$ cat src/rtl/romword_pkg.sv
// Package: shared types and layout helpers for the EEPROM word read register.
// Assumes LAYOUT is 0 or 1; any other value is treated as layout 1.
package romword_pkg;

    typedef enum logic {
        RW_IDLE = 1'b0,
        RW_WAIT = 1'b1
    } rw_state_t;

    localparam int START_POS = 0;
    localparam int DATA_LSB  = 16;
    localparam int DATA_W    = 16;

    // Lowest bit of the address field for a layout.
    function automatic int addr_lsb(input int layout);
        return (layout == 0) ? 8 : 2;
    endfunction

    // Position of the done flag for a layout.
    function automatic int done_pos(input int layout);
        return (layout == 0) ? 4 : 1;
    endfunction

endpackage

$ cat src/rtl/romword_field_map.sv
// Module: splits a register write into start and address, and packs the
// register read value from the stored state.
// Assumes ADDR_W fits between the address LSB and bit 15 for the layout.
module romword_field_map
    import romword_pkg::*;
#(
    parameter int LAYOUT = 0,
    parameter int ADDR_W = 8
) (
    input  logic [31:0]       wdata,
    input  logic              st_done,
    input  logic [DATA_W-1:0] st_data,
    input  logic [ADDR_W-1:0] st_addr,
    output logic              wr_start,
    output logic [ADDR_W-1:0] wr_addr,
    output logic [31:0]       rdata
);
    localparam int A_LSB = addr_lsb(LAYOUT);
    localparam int D_POS = done_pos(LAYOUT);

    logic unused_wbits;
    assign unused_wbits = ^wdata;

    // Pull the start bit and the address field out of a write.
    always_comb begin
        wr_start = wdata[START_POS];
        wr_addr  = wdata[A_LSB +: ADDR_W];
    end

    // Build the read value; start and unassigned bits read as zero.
    always_comb begin
        rdata                        = '0;
        rdata[DATA_LSB +: DATA_W]    = st_data;
        rdata[D_POS]                 = st_done;
        rdata[A_LSB +: ADDR_W]       = st_addr;
    end

endmodule

$ cat src/rtl/romword_read_ctrl.sv
// Module: sequencer that issues one word read per accepted start.
// It holds the request until acknowledge, captures the data and sets done.
// Assumes the EEPROM port drives data valid in the acknowledge cycle.
module romword_read_ctrl
    import romword_pkg::*;
#(
    parameter int ADDR_W = 8
) (
    input  logic              clk,
    input  logic              rst_n,
    input  logic              go,
    input  logic [ADDR_W-1:0] go_addr,
    input  logic              rom_ack,
    input  logic [DATA_W-1:0] rom_data,
    output logic              rom_req,
    output logic [ADDR_W-1:0] rom_addr,
    output logic              done,
    output logic [DATA_W-1:0] data,
    output logic              accept
);
    rw_state_t         state;
    logic [ADDR_W-1:0] addr_q;

    // A start counts only when no read is outstanding.
    assign accept   = go && (state == RW_IDLE);
    assign rom_req  = (state == RW_WAIT);
    assign rom_addr = addr_q;

    // Advance the read sequence and capture address, data and done.
    always_ff @(posedge clk) begin
        if (!rst_n) begin
            state  <= RW_IDLE;
            addr_q <= '0;
            done   <= 1'b0;
            data   <= '0;
        end else begin
            case (state)
                RW_IDLE: if (go) begin
                    state  <= RW_WAIT;
                    addr_q <= go_addr;
                    done   <= 1'b0;
                    data   <= '0;
                end
                RW_WAIT: if (rom_ack) begin
                    state <= RW_IDLE;
                    done  <= 1'b1;
                    data  <= rom_data;
                end
                default: state <= RW_IDLE;
            endcase
        end
    end


    start_launch_chk: assert property (@(posedge clk) disable iff (!rst_n)
        accept |=> rom_req && !done && (data == '0));


    req_hold_chk: assert property (@(posedge clk) disable iff (!rst_n)
        rom_req && !rom_ack |=> rom_req && $stable(rom_addr));


    ack_finish_chk: assert property (@(posedge clk) disable iff (!rst_n)
        rom_req && rom_ack |=> done && !rom_req && (data == $past(rom_data)));


    done_keep_chk: assert property (@(posedge clk) disable iff (!rst_n)
        done && !accept |=> done && $stable(data));


    busy_ignore_chk: assert property (@(posedge clk) disable iff (!rst_n)
        rom_req && go |=> $stable(rom_addr));

endmodule

$ cat src/rtl/romword_reg_port.sv
// Module: top of the EEPROM word read register. One 32-bit register carries
// start (bit 0), a word address, a done flag and the 16-bit result.
// Assumes a write strobe of one cycle per write; reads are combinational.
module romword_reg_port
    import romword_pkg::*;
#(
    parameter int LAYOUT = 0,
    parameter int ADDR_W = 8
) (
    input  logic              clk,
    input  logic              rst_n,
    input  logic              csr_wr,
    input  logic [31:0]       csr_wdata,
    output logic [31:0]       csr_rdata,
    output logic              rom_req,
    output logic [ADDR_W-1:0] rom_addr,
    input  logic              rom_ack,
    input  logic [15:0]       rom_data
);
    logic              wr_start;
    logic [ADDR_W-1:0] wr_addr;
    logic              st_done;
    logic [DATA_W-1:0] st_data;
    logic              accept;
    logic              go;

    // A start is a write carrying bit 0 set.
    assign go = csr_wr && wr_start;

    romword_field_map #(.LAYOUT(LAYOUT), .ADDR_W(ADDR_W)) i_map (
        .wdata    (csr_wdata),
        .st_done  (st_done),
        .st_data  (st_data),
        .st_addr  (rom_addr),
        .wr_start (wr_start),
        .wr_addr  (wr_addr),
        .rdata    (csr_rdata)
    );

    romword_read_ctrl #(.ADDR_W(ADDR_W)) i_ctrl (
        .clk      (clk),
        .rst_n    (rst_n),
        .go       (go),
        .go_addr  (wr_addr),
        .rom_ack  (rom_ack),
        .rom_data (rom_data),
        .rom_req  (rom_req),
        .rom_addr (rom_addr),
        .done     (st_done),
        .data     (st_data),
        .accept   (accept)
    );


    start_zero_chk: assert property (@(posedge clk) disable iff (!rst_n)
        csr_rdata[START_POS] == 1'b0);


    reset_idle_chk: assert property (@(posedge clk)
        !rst_n |=> !rom_req && (csr_rdata == 32'h0));

endmodule

$ cat config.mk
export PLATFORM = sky130hd
export DESIGN_NAME = romword_reg_port
export DESIGN_NICKNAME = d
export VERILOG_FILES = /design/src/rtl/romword_pkg.sv /design/src/rtl/romword_field_map.sv /design/src/rtl/romword_read_ctrl.sv /design/src/rtl/romword_reg_port.sv
export SDC_FILE = /design/constraint.sdc
export NUM_CORES = 1
export LEC_CHECK = 0
export BUFFER_PORTS_ARGS = -buffer_cell sky130_fd_sc_hd__buf_2
export CAP_MARGIN = 15
export CORE_UTILIZATION = 39
export CTS_CLUSTER_DIAMETER = 40
export DETAILED_ROUTE_END_ITERATION = 8
export GPL_TIMING_DRIVEN = 0
export PLACE_DENSITY = 0.78
export SYNTH_ARGS = -nofsm -noshare
export SYNTH_HDL_FRONTEND = slang
export SYNTH_SLANG_ARGS = --single-unit
$ cat constraint.sdc
create_clock -name clk -period 1.6 [get_ports clk]
set_input_delay 0.08 -clock clk [delete_from_list [all_inputs] [get_ports clk]]
set_output_delay 0.08 -clock clk [all_outputs]
set_load 0.005 [all_outputs]
Yosys cells after proc, flatten, opt, wreduce, memory -nomap -nowiden
Cells that the tools add are included.
{"block": "word_totals", "mem_bits_rw": 0, "out_inout_bits": 41, "mem_count": 0, "reg_bits": 26, "rom_bits": 0, "latch_bits": 0, "in_bits": 52, "wordCells": 19}
{"block": "op_classes", "mul": 0, "shift": 0, "add_sub_neg": 0, "magnitude_cmp": 0, "mux": 9, "div_mod_pow": 0, "reduce_logical": 3, "n_bitwise": 1, "n_eq_ne": 2}
{"cell": "$mux 16", "count": 2}
{"cell": "$pmux 16 s2", "count": 1}
{"cell": "$mux 1", "count": 4}
{"cell": "$ne 2x2->1 const B", "count": 2}
{"cell": "$pmux 1 s2", "count": 2}
{"cell": "$reduce_and 2->1", "count": 2}
{"cell": "$logic_and 1x1->1", "count": 1}
{"cell": "$not 1->1", "count": 1}

Depth between registers and ports, before layout
{"block": "logic_depth", "ltp_word": 3, "depth_mapped": 4, "depth_no_buf": 2}

By module
A second synthesis with hierarchy kept.
{"block": "unflattened", "cells_unflattened": 170, "hier_area_um2": 1431.4}
{"module": "romword_read_ctrl", "cells_each": 127, "n_inst": 1, "area_each_um2": 1113.6}
{"module": "romword_field_map", "cells_each": 42, "n_inst": 1, "area_each_um2": 311.5}
{"module": "romword_reg_port", "cells_each": 1, "n_inst": 1, "area_each_um2": 6.3}

Worst setup path after synthesis
OpenSTA, ideal clock, no wires.
{"block": "synth_path", "kind": "register to register", "start": "register i_ctrl.state, in the netlist i_ctrl.rom_req", "end": "register i_ctrl.data[0]", "synth_period_minus_slack_ns": 1.143, "arrival_ns": 1.055, "path_stages_with_launch": 5, "setup_time_ns": 0.088, "required_time_ns": 1.512, "slack_ns": 0.457, "cell_sequence": "dfxtp_1 -> and3b_1 -> buf_6 -> buf_8 -> o32ai_2"}
{"block": "synth_via", "elab_chain_len": 3}
{"element": "start: declaration", "line": "romword_read_ctrl.sv:21", "rtl": "rw_state_t state;"}
{"element": "start signal: assignment", "line": "romword_read_ctrl.sv:32", "rtl": "state <= RW_IDLE;"}
{"element": "start signal: assignment", "line": "romword_read_ctrl.sv:39", "rtl": "state <= RW_WAIT;"}
{"element": "start signal: assignment", "line": "romword_read_ctrl.sv:45", "rtl": "state <= RW_IDLE;"}
{"element": "$not 1->1 (no line)"}
{"element": "$ne 2x2->1 (no line)"}
{"element": "$reduce_and 2->1 (no line)"}
{"element": "end signal: assignment", "line": "romword_read_ctrl.sv:47", "rtl": "data <= rom_data;"}
{"element": "end: declaration", "line": "romword_read_ctrl.sv:18", "rtl": "output logic [DATA_W-1:0] data,"}
Several ways; a longest one is shown, not always the timed one.
A chain may end at the register's enable or synchronous reset.

Final worst setup path
{"block": "layout_path", "start": "register i_ctrl.state, in the netlist i_ctrl.rom_req", "end": "register i_ctrl.data[8]"}
Same word-level chain as after synthesis.

==> results.tsv <==
metric	value	unit
fmax	0.7765	GHz
Worst Skew	0.003487	ns
Layout Nets	278	
crit path from	i_ctrl.rom_req$_SDFF_PN0_	
Vias	1168	
Synth Cell Area	1237	µm²
Routed WL	2.948	mm
Mean Syn Cell Area	9.375	µm²
CP Capture Type	flip-flop	
HP Class	in2reg	
initial core utilization	40.87	%
GRT overflow	0	
Final Core Density	61.98	%
hold path startpoint	csr_wdata[9]	
# IOs	93	
Tot Pwr	1.247	mW
worst skew pair latency	0.31	ns
Max Slew Vio Count	0	
top_reg_cell synth	dfxtp_1	
post-cts sizing count	0	
core box area	3028	µm²
routability cong.	0.7462	
DR pass1 iterations	4	
first-pass GRT wire length	4.643	mm
hold_ws	0.01666	ns
root buffer cell	clkbuf_4	
fraction of layout cells with a size suffix above 1	44.44	%
largest cells by area after synthesis	dfxtp_1 42%, o32ai_2 13%, nand2_1 10%	
top-area cell type share of the netlist area	42.06	%
Max clock buf depth	2	
Overall Global Routing Usage	18.03	%
number of DRC markers in iteration 0	40	
Setup Viol. Count Final	0	
H-Tree Depth	1	
total clock sinks	26	
minimum clock period	1.288	ns
Post-synth top cells	33 x nand2_1, 26 x dfxtp_1, 16 x buf_4, 16 x inv_1, 10 x o32ai_2	
RR Startpoint	i_ctrl.rom_req$_SDFF_PN0_	
vias per cell	4.342	
Die Ht	58.33	µm
CP max FO	10	
maximum vdd drop	0.0003077	V
Max Cap Viol	0	
register area share after synthesis	42.06	%
Worst EP required	1.80	ns
antenna fix cells	0	
dpl ws	0.3302	ns
EDFF count, synth	0	
Crit Path Class	reg2reg	
Final Hold Fails	0	
TritonCTS clock tree	built	
Die ar.	3402	µm²
Synth area leader	dfxtp_1	
# DRC	0	
Final period util	80.49	%
Buffers on Ports	61	
Yosys reg bits	26	
RSZ-0062 raised after global routing	no	
Worst setup SP type	flip-flop	
FP Rows	20	
setup tns final	0	ns
Layout area overhead	51.67	%
antenna violations before repair	0	
largest net degree at the start of global routing	15	
yosys warns	0	
pwr dens	664.4	nW/µm²
status	finished clean	
Mapped Cells	132	
post-synth cell types	18	
post-CTS setup buffers	0	
hpwl dp	1.884	mm
Pleak	0.9727	nW
TritonCTS Buffers	3	
async set-reset flop share out of synthesis	0	%
Arrival @ worst endpoint	1.49	ns
Avg WL per Cell	10.96	µm
cell with the most instances after synthesis	nand2_1	
CTS clock-pin slew for the worst setup and hold paths	0.14	ns
die width	58.33	µm
vias in the first global route	1108	
setup ws final	0.3122	ns
antenna viol nets, final	0	
[layout make-up]
type,count,area [µm²]
inverter,16,60.06
multi-input combinational,70,489.2
fill,254,1151
buffer,26,190.2
sequential,26,520.5
tap,44,55.05
clock buffer,4,36.28
timing repair buffer,83,525.5
[sequential cells by signal, indices dropped and copies added, names as in the netlist]
signal	count
i_ctrl.data	16
i_ctrl.done	1
i_ctrl.rom_addr	8
i_ctrl.rom_req	1
[metrics by stage]
step                cells  instance area, µm²
floorplan             138                1260
global placement      243                1620
detailed placement    243                1620
CTS                   268                1867
global route          269                1877
finish                269                1877
[power breakdown]
group          leakage (nW)  internal (mW)  total, mW  switching, mW
registers             0.211          0.669      0.683         0.0136
logic                 0.741          0.142      0.241         0.0991
clock network        0.0210          0.139      0.323          0.184
total                 0.973          0.951       1.25          0.296
[logic make-up after synthesis]
group,count (synthesis),synth area share [%]
compound gates,18,18.40
other cells,1,0.3030
buf+inv,42,20.22
mux,8,6.471
flops,26,42.06
simple gates,37,12.54
[critical path: stages, from the launching register on]
cell	delay, ns
dfxtp_1	0.42
and2_1	0.14
buf_2	0.17
buf_2	0.31
o32ai_2	0.13
[cells in the final DEF (no fill, tap or decap)]
cell	instances
o21ai_0	1
dlygate4sd3_1	22
dfxtp_1	26
conb_1	7
o32ai_2	10
o21a_1	1
clkbuf_4	3
inv_1	16
nand2_1	33
clkbuf_8	1
and3b_1	1
mux2i_1	8
nor2b_1	1
clkbuf_1	2
and2_1	1
buf_6	2
buf_2	66
buf_8	1
nand3_2	1
buf_4	16
o32ai_1	6
[timing repair]
action                                  CTS  global route
hold buffers                             21             1
hold endpoints to repair                 21             1
endpoints found under the setup margin    0             0
[final timing paths]
kind                                                   endpoint  slack (ns)  cells past startpoint
worst max-delay path                i_ctrl.data[8]$_SDFFE_PN0P_        0.31                      4
worst min-delay path            i_ctrl.rom_addr[1]$_SDFFE_PN0P_        0.02                      3
worst max register to register      i_ctrl.data[8]$_SDFFE_PN0P_        0.31                      4
worst min register to register  i_ctrl.rom_addr[6]$_SDFFE_PN0P_        0.48                      2
[layer usage]
layer / wire length, µm / up-vias / track usage [%]
met5: 0 / - / 0
met3: 144 / 6 / 1.758
met4: 71 / 0 / 9.524
met1: 1167 / 515 / 18.73
met2: 1564 / 52 / 35.30
li1: - / 595 / -
Note: power is estimated with default switching activity, not from simulation.
